**src/rtl/fft_rdbuf_pkg.sv**
```systemverilog
package fft_rdbuf_pkg;
  typedef enum logic [1:0] {
    HS_IDLE = 2'd0,
    HS_LOAD = 2'd1,
    HS_ACK  = 2'd2
  } hs_state_t;
endpackage

```
**src/rtl/rdbuf_req_sync.sv**
```systemverilog
module rdbuf_req_sync #(
  parameter int STAGES = 2
) (
  input  logic clk_i,
  input  logic rst_ni,
  input  logic async_i,
  output logic sync_o
);
  logic [STAGES-1:0] chain_q;

  always_ff @(posedge clk_i or negedge rst_ni) begin
    if (!rst_ni) chain_q <= '0;
    else         chain_q <= {chain_q[STAGES-2:0], async_i};
  end

  assign sync_o = chain_q[STAGES-1];
endmodule

```
**src/rtl/rdbuf_hs_fsm.sv**
```systemverilog
module rdbuf_hs_fsm
  import fft_rdbuf_pkg::*;
(
  input  logic      clk_i,
  input  logic      rst_ni,
  input  logic      en_i,
  input  logic      req_s_i,
  output logic      ack_o,
  output logic      cap_o,
  output logic      ready_o,
  output hs_state_t state_o
);
  hs_state_t state_q, state_d;
  logic      ready_q, ready_d;

  always_comb begin
    state_d = state_q;
    ready_d = ready_q;
    cap_o   = 1'b0;
    if (en_i) begin
      unique case (state_q)
        HS_IDLE: if (req_s_i) begin
          state_d = HS_LOAD;
          ready_d = 1'b0;
        end
        HS_LOAD: begin
          state_d = HS_ACK;
          ready_d = 1'b1;
          cap_o   = 1'b1;
        end
        HS_ACK: if (!req_s_i) state_d = HS_IDLE;
        default: state_d = HS_IDLE;
      endcase
    end
  end

  always_ff @(posedge clk_i or negedge rst_ni) begin
    if (!rst_ni) begin
      state_q <= HS_IDLE;
      ready_q <= 1'b0;
    end else begin
      state_q <= state_d;
      ready_q <= ready_d;
    end
  end

  assign ack_o   = (state_q == HS_ACK);
  assign ready_o = ready_q;
  assign state_o = state_q;
endmodule

```
**src/rtl/rdbuf_frame_store.sv**
```systemverilog
module rdbuf_frame_store #(
  parameter int NUM_PTS = 32,
  parameter int WORD_W  = 16
) (
  input  logic                        clk_i,
  input  logic                        rst_ni,
  input  logic                        en_i,
  input  logic                        cap_i,
  input  logic [2*NUM_PTS*WORD_W-1:0] frame_i,
  input  logic [$clog2(NUM_PTS)-1:0]  pt_sel_i,
  input  logic                        part_sel_i,
  output logic [WORD_W-1:0]           rd_word_o
);
  localparam int WORDS = 2 * NUM_PTS;
  localparam int IDX_W = $clog2(NUM_PTS) + 1;

  logic [WORD_W-1:0] page_q [WORDS];
  logic [WORD_W-1:0] rd_q, rd_d;
  logic [IDX_W-1:0]  idx;

  for (genvar k = 0; k < WORDS; k++) begin : g_word
    always_ff @(posedge clk_i or negedge rst_ni) begin
      if (!rst_ni)            page_q[k] <= '0;
      else if (en_i && cap_i) page_q[k] <= frame_i[k*WORD_W +: WORD_W];
    end
  end

  always_comb begin
    idx  = {pt_sel_i, part_sel_i};
    rd_d = page_q[idx];
  end

  always_ff @(posedge clk_i or negedge rst_ni) begin
    if (!rst_ni)   rd_q <= '0;
    else if (en_i) rd_q <= rd_d;
  end

  assign rd_word_o = rd_q;
endmodule

```
**src/rtl/fft_result_reader.sv**
```systemverilog
module fft_result_reader
  import fft_rdbuf_pkg::*;
#(
  parameter int NUM_PTS     = 32,
  parameter int WORD_W      = 16,
  parameter int SYNC_STAGES = 2
) (
  input  logic                        clk_i,
  input  logic                        rst_ni,
  input  logic                        en_i,
  input  logic                        req_i,
  input  logic [2*NUM_PTS*WORD_W-1:0] frame_i,
  input  logic [$clog2(NUM_PTS)-1:0]  pt_sel_i,
  input  logic                        part_sel_i,
  output logic                        ack_o,
  output logic [WORD_W-1:0]           rd_word_o,
  output logic                        frame_ready_o
);
  logic      req_s;
  logic      cap;
  hs_state_t hs_state;

  rdbuf_req_sync #(.STAGES(SYNC_STAGES)) u_sync (
    .clk_i  (clk_i),
    .rst_ni (rst_ni),
    .async_i(req_i),
    .sync_o (req_s)
  );

  rdbuf_hs_fsm u_fsm (
    .clk_i  (clk_i),
    .rst_ni (rst_ni),
    .en_i   (en_i),
    .req_s_i(req_s),
    .ack_o  (ack_o),
    .cap_o  (cap),
    .ready_o(frame_ready_o),
    .state_o(hs_state)
  );

  rdbuf_frame_store #(.NUM_PTS(NUM_PTS), .WORD_W(WORD_W)) u_store (
    .clk_i     (clk_i),
    .rst_ni    (rst_ni),
    .en_i      (en_i),
    .cap_i     (cap),
    .frame_i   (frame_i),
    .pt_sel_i  (pt_sel_i),
    .part_sel_i(part_sel_i),
    .rd_word_o (rd_word_o)
  );
endmodule

```
**config.mk**
```make
export PLATFORM = sky130hd
export DESIGN_NAME = fft_result_reader
export DESIGN_NICKNAME = d
export VERILOG_FILES = /design/src/rtl/fft_rdbuf_pkg.sv /design/src/rtl/rdbuf_req_sync.sv /design/src/rtl/rdbuf_hs_fsm.sv /design/src/rtl/rdbuf_frame_store.sv /design/src/rtl/fft_result_reader.sv
export SDC_FILE = /design/constraint.sdc
export NUM_CORES = 2
export LEC_CHECK = 0
export ABC_AREA = 1
export CORE_AREA = 2 2 414 416
export DETAILED_ROUTE_END_ITERATION = 7
export DIE_AREA = 0 0 416 418
export MAX_ROUTING_LAYER = met4
export PLACE_DENSITY = 0.55
export SLEW_MARGIN = 20
export SYNTH_ARGS = -nofsm -noshare
export SYNTH_HDL_FRONTEND = slang
export SYNTH_HIERARCHICAL = 1
export SYNTH_SLANG_ARGS = --single-unit
```
**constraint.sdc**
```tcl
create_clock -name clk_i -period 2.05 [get_ports clk_i]
set_clock_uncertainty 0.05 [all_clocks]
set_input_delay 0.5125 -clock clk_i [delete_from_list [all_inputs] [get_ports clk_i]]
set_output_delay 0.5125 -clock clk_i [all_outputs]
set_load 0.02 [all_outputs]
```
# Word-level counts from Yosys, hierarchy flattened
# Index checks and enable logic that the tools add are counted.
# totals
ff_bits,1045
input_bits,1034
wordCells,89
output_inout_bits,18
# op_classes
bitwise,1
eq_ne,4
n_reduce_logical,5
n_mux,10
magnitude_cmp,1
# op_table
op,count
binary-select mux 16 bit (select 6 bit),1
two-way mux 16 bit,2
"greater-or-equal comparator 7 bit, second input constant",1
inverter 6 -> 7 bit,1
case mux 2 bit (3 select lines),1
AND reduction 3 bit,2
two-way mux 2 bit,2
"!= test 2 bit, second input constant",2
two-way mux 1 bit,3
"== test 2 x 1 -> 1 bit, second input constant",1
"== test 2 bit, second input constant",1
zero test 2 bit,1
case mux 1 bit (2 select lines),1
nonzero test 2 bit,1
logical AND 1 bit,1

# Depth between registers and ports, before layout
# depth
ltp_word,4
depth_mapped,14

# Cells and area by module
# Netlist, hierarchy kept.
# modules_own_cells
mod,cells_per_inst,area_each_um2,seq_area_each_um2,n_inst
rdbuf_frame_store,4553,48926.9,26025.0,1
rdbuf_hs_fsm,22,148.9,75.1,1
rdbuf_req_sync,2,50.0,50.0,1

# Worst setup path before layout
# Ideal clock, no wire load.
# synth_path
kind,input -> register
startpoint,in en_i
endpoint,reg u_store/page_q[1000] (netlist name)
setup_time_ns,0.125
path_stages,6
setup_slack_ns,0.234
required_time_ns,1.875
arrival_time_ns,1.642
cell_sequence,buf_4 nand2_2 buf_2 buf_2 buf_4 mux2_2
# synth_via
elab_chain_cells,2
# synth_rtl
element,line,source
from (decl),fft_result_reader.sv:10,"input logic en_i,"
two-way mux 1 bit,rdbuf_hs_fsm.sv:20,if (en_i) begin
logical AND 1 bit *,rdbuf_frame_store.sv:24,else if (en_i && cap_i) page_q[k] <= frame_i[k*WORD_W +: WORD_W];
"to (signal, indexed assignment)",rdbuf_frame_store.sv:24,
to (decl),rdbuf_frame_store.sv:17,logic [WORD_W-1:0] page_q [WORDS];
# Every way passes the cells marked *; elsewhere a longest branch is shown, timed or not.
# A chain may end at the register's enable or synchronous reset.

# Final worst setup path
# layout_path
startpoint,in part_sel_i
endpoint,reg u_store.rd_q[3] (netlist: u_store/rd_word_o[3])
# layout_via
elab_chain_cells,4
# layout_rtl
element,line,source
from (decl),fft_result_reader.sv:14,"input logic part_sel_i,"
inverter 6 -> 7 bit (implied by the code),rdbuf_frame_store.sv:30,rd_d = page_q[idx];
binary-select mux 16 bit (select 6 bit),rdbuf_frame_store.sv:30,
two-way mux 16 bit (implied by the code) (2 in series),rdbuf_frame_store.sv:30,
to (signal assigned),rdbuf_frame_store.sv:35,else if (en_i) rd_q <= rd_d;
to (decl),rdbuf_frame_store.sv:18,"logic [WORD_W-1:0] rd_q, rd_d;"
# No other way between the ends. The select of a mux whose other input is x is not followed.

==> qor.yml <==
synthesis:
  synth.top_cells.by_area: "dfrtp_1 53%, mux2_2 23%, nand3_1 9.5%, nand2_1 9.3%, buf_2 1.9%"
  synth_area_sq_mm: 0.0491
  synth_common_cells: "1,223 x nand2_1, 1,045 x dfrtp_1, 1,024 x mux2_2"
  syn_avg_cell_area_sq_um: 10.7
  synth-async-reset-ratio_pct: 100
  yosysSeqAreaShare_pct: 53.2
  synthFlopType: "dfrtp_1"
  netlist_instances: 4577
  yosysMostFrequentCell: "nand2_1"
  synth_nets: 5611
  yosysTopAreaCell: "dfrtp_1"
  ys_warn_count: 6
  synth-edff-count: 0
  synth_seq_cells: 1045
  synth_top_area_share_pct: 53.2
  synth_cell_types: 15
power_and_ir_drop:
  peakVddDrop_mv: 0.684
  power_mw: 82.1
  power_density_mw_per_mm2: 1180
  p_leak_nw: 30.6
status:
  status: "finished clean"
placement:
  dpl.hpwl_mm: 168
  dp.cells: 7918
  portBuffers: 1051
  routabilityCongestion: 0.939
detailed_routing:
  route.detailed.drc: 0
  dr.pass1.iters: 6
  dr_total_vias: 39903
  final_antenna_net_count: 0
  wl_per_cell_um: 25.9
  drt_iter0_drc: 3036
  postRouteWirelength_mm: 213
  vias_per_cell: 4.86
die:
  placementRows: 151
  die_w_um: 416
  die_height_um: 418
  core_area_sq_mm: 0.169
  start_util_pct: 29.1
  die_area_sq_mm: 0.174
  pin_count: 1052
run:
  maxCapViolCount: 0
final_layout:
  nNetsFinal: 6862
  nFillCells: 16308
  fin_cells: 8217
  layout-drive-gt1-share_pct: 28.0
  area_growth_pct: 41.1
cts:
  tritoncts: "done"
  cts.root.buffer_cell: "clkbuf_16"
  clk_latency_ns: 0.76
  clk_pin_slew_ns: 0.06
  cts_buffer_depth: 3
  cts.sinks: 1045
  cts_buffers: 121
  htree_levels: 3
sta:
  hold_violations: 0
  finalSetupViolCount: 0
  rsz0062_at_grt: "no"
  max_slew_margin_pct: 54.5
  min_period_ns: 2.01
  max_freq_ghz: 0.498
  finalMaxSlewViolations: 0
  worst_pin_slew_ns: 0.681
  fin_hold_ws_ns: 0.194
  fin_crit_sh_pct: 97.9
worst_setup_path:
  worstPathRequired_ns: 2.68
  worstSetupPathType: "input port to flop"
  cp_max_fo: 45
  cp-start-kind: "input port"
  end_kind: "flop"
  arrival_ns: 2.63
global_route:
  overflow: 0
  grt_pass1_vias: 41366
  antenna_found_initial: 84
  grt_start_max_net_pins: 98
  grt_pass1_wl_mm: 299
  grt_usage_pct: 24.6
worst_hold_path:
  hp-class: "input port to flop"
## routing by layer
metal	global-route usage, %	part of all wire, %
met5	-	0
met4	10.8	4.3
met3	3.76	5.0
met2	41.5	51
met1	29.1	40
## placed cells by master (no fill, tap or decap), drive strengths merged
cell type	instances
buf	437
bufinv	11
clkbuf	188
clkdlybuf4s50	1027
clkinv	14
clkinvlp	5
dfrtp	1045
diode	73
dlygate4sd3	1
inv	17
mux2	1024
nand2	1224
nand3	929
nor2	3
o21ai	1
## flip-flops by register name, summed over array words and instances (netlist names)
| name | count |
|---|---|
| u_store/page_q | 1024 |
| u_fsm/ready_o | 1 |
| u_sync/chain_q | 2 |
| u_store/rd_word_o | 16 |
| u_fsm/state_o | 2 |
## layout make-up
cell class / instances / area (sq um) / share of cell area [%]
flip-flops and latches: 1045 / 26200 / 37.7
clock inverters: 33 / 479 / 0.691
well taps: 2218 / 2780 / 4.00
diodes: 73 / 183 / 0.264
inverters: 14 / 92.6 / 0.134
multi-input cells: 3181 / 20800 / 30.0
clock buffers: 188 / 3680 / 5.32
repair buffers: 1465 / 15100 / 21.8
## what timing repair did
| action | 4_1_cts | 5_1_grt |
|---|---|---|
| cloned | 0 | 0 |
| hold buffers | 1 | 0 |
| setup buffers | 1 | 3 |
| hold endpoints to repair | 317 | 0 |
| pin swaps | 0 | 2 |
| resized for setup | 23 | 7 |
| endpoints found under the setup margin | 8 | 388 |
## critical path: stages
cell	delay, ns
buf_8	0.13
buf_4	0.16
buf_12	0.23
buf_16	0.24
nand2_1	0.09
nand3_1	0.11
nand3_1	0.09
nand3_1	0.23
nand2_1	0.18
nand2_1	0.23
nand3_1	0.10
nand2_1	0.08
nand2_1	0.05
nand2_1	0.07
## where the power goes
group | internal [mW] | leakage [nW] | switching, mW
Clock | 13.6 | 2.03 | 9.02
Sequential | 30.8 | 12.6 | 5.86
Combinational | 13.2 | 16.0 | 9.57
## cell families after synthesis
logic type | Yosys count | synth area share, %
AOI/OAI and AO/OA | 1 | 0.0102
buffers and inverters | 351 | 4.44
DFF | 1045 | 53.2
muxes | 1024 | 23.5
and+or+nand+nor | 2156 | 18.8
## stage by stage
step / util (%) / setup WS, ns / TNS (ns) / area (sq um)
after global placement: 38.4 / -0.753 / -413.29 / 64900
after floorplan: - / 0.234 / 0 / 49100
after global routing: 41.0 / 0.00105 / 0 / 69300
final: 41.0 / 0.0422 / 0 / 69300
after CTS: 40.8 / -0.0143 / -0.0143 / 69100
after detailed placement: 38.4 / -0.719 / -419.10 / 64900
## final timing paths
| check | from | to | slack (ns) | cells past startpoint |
|---|---|---|---|---|
| worst max register to register | u_fsm/state_o[0] | u_store/page_q[966] | 0.05 | 6 |
| worst min register to register | u_sync/chain_q[0] | u_sync/chain_q[1] | 0.31 | 0 |
| worst min-delay path | req_i | u_sync/chain_q[0] | 0.19 | 1 |
| max in group asynchronous | rst_ni | u_store/page_q[6] | 0.79 | 4 |
| min in group asynchronous | rst_ni | u_store/page_q[472] | 0.20 | 2 |
| worst max-delay path | part_sel_i | u_store/rd_word_o[3] | 0.04 | 14 |
Note: power is estimated with default switching activity, not from simulation.
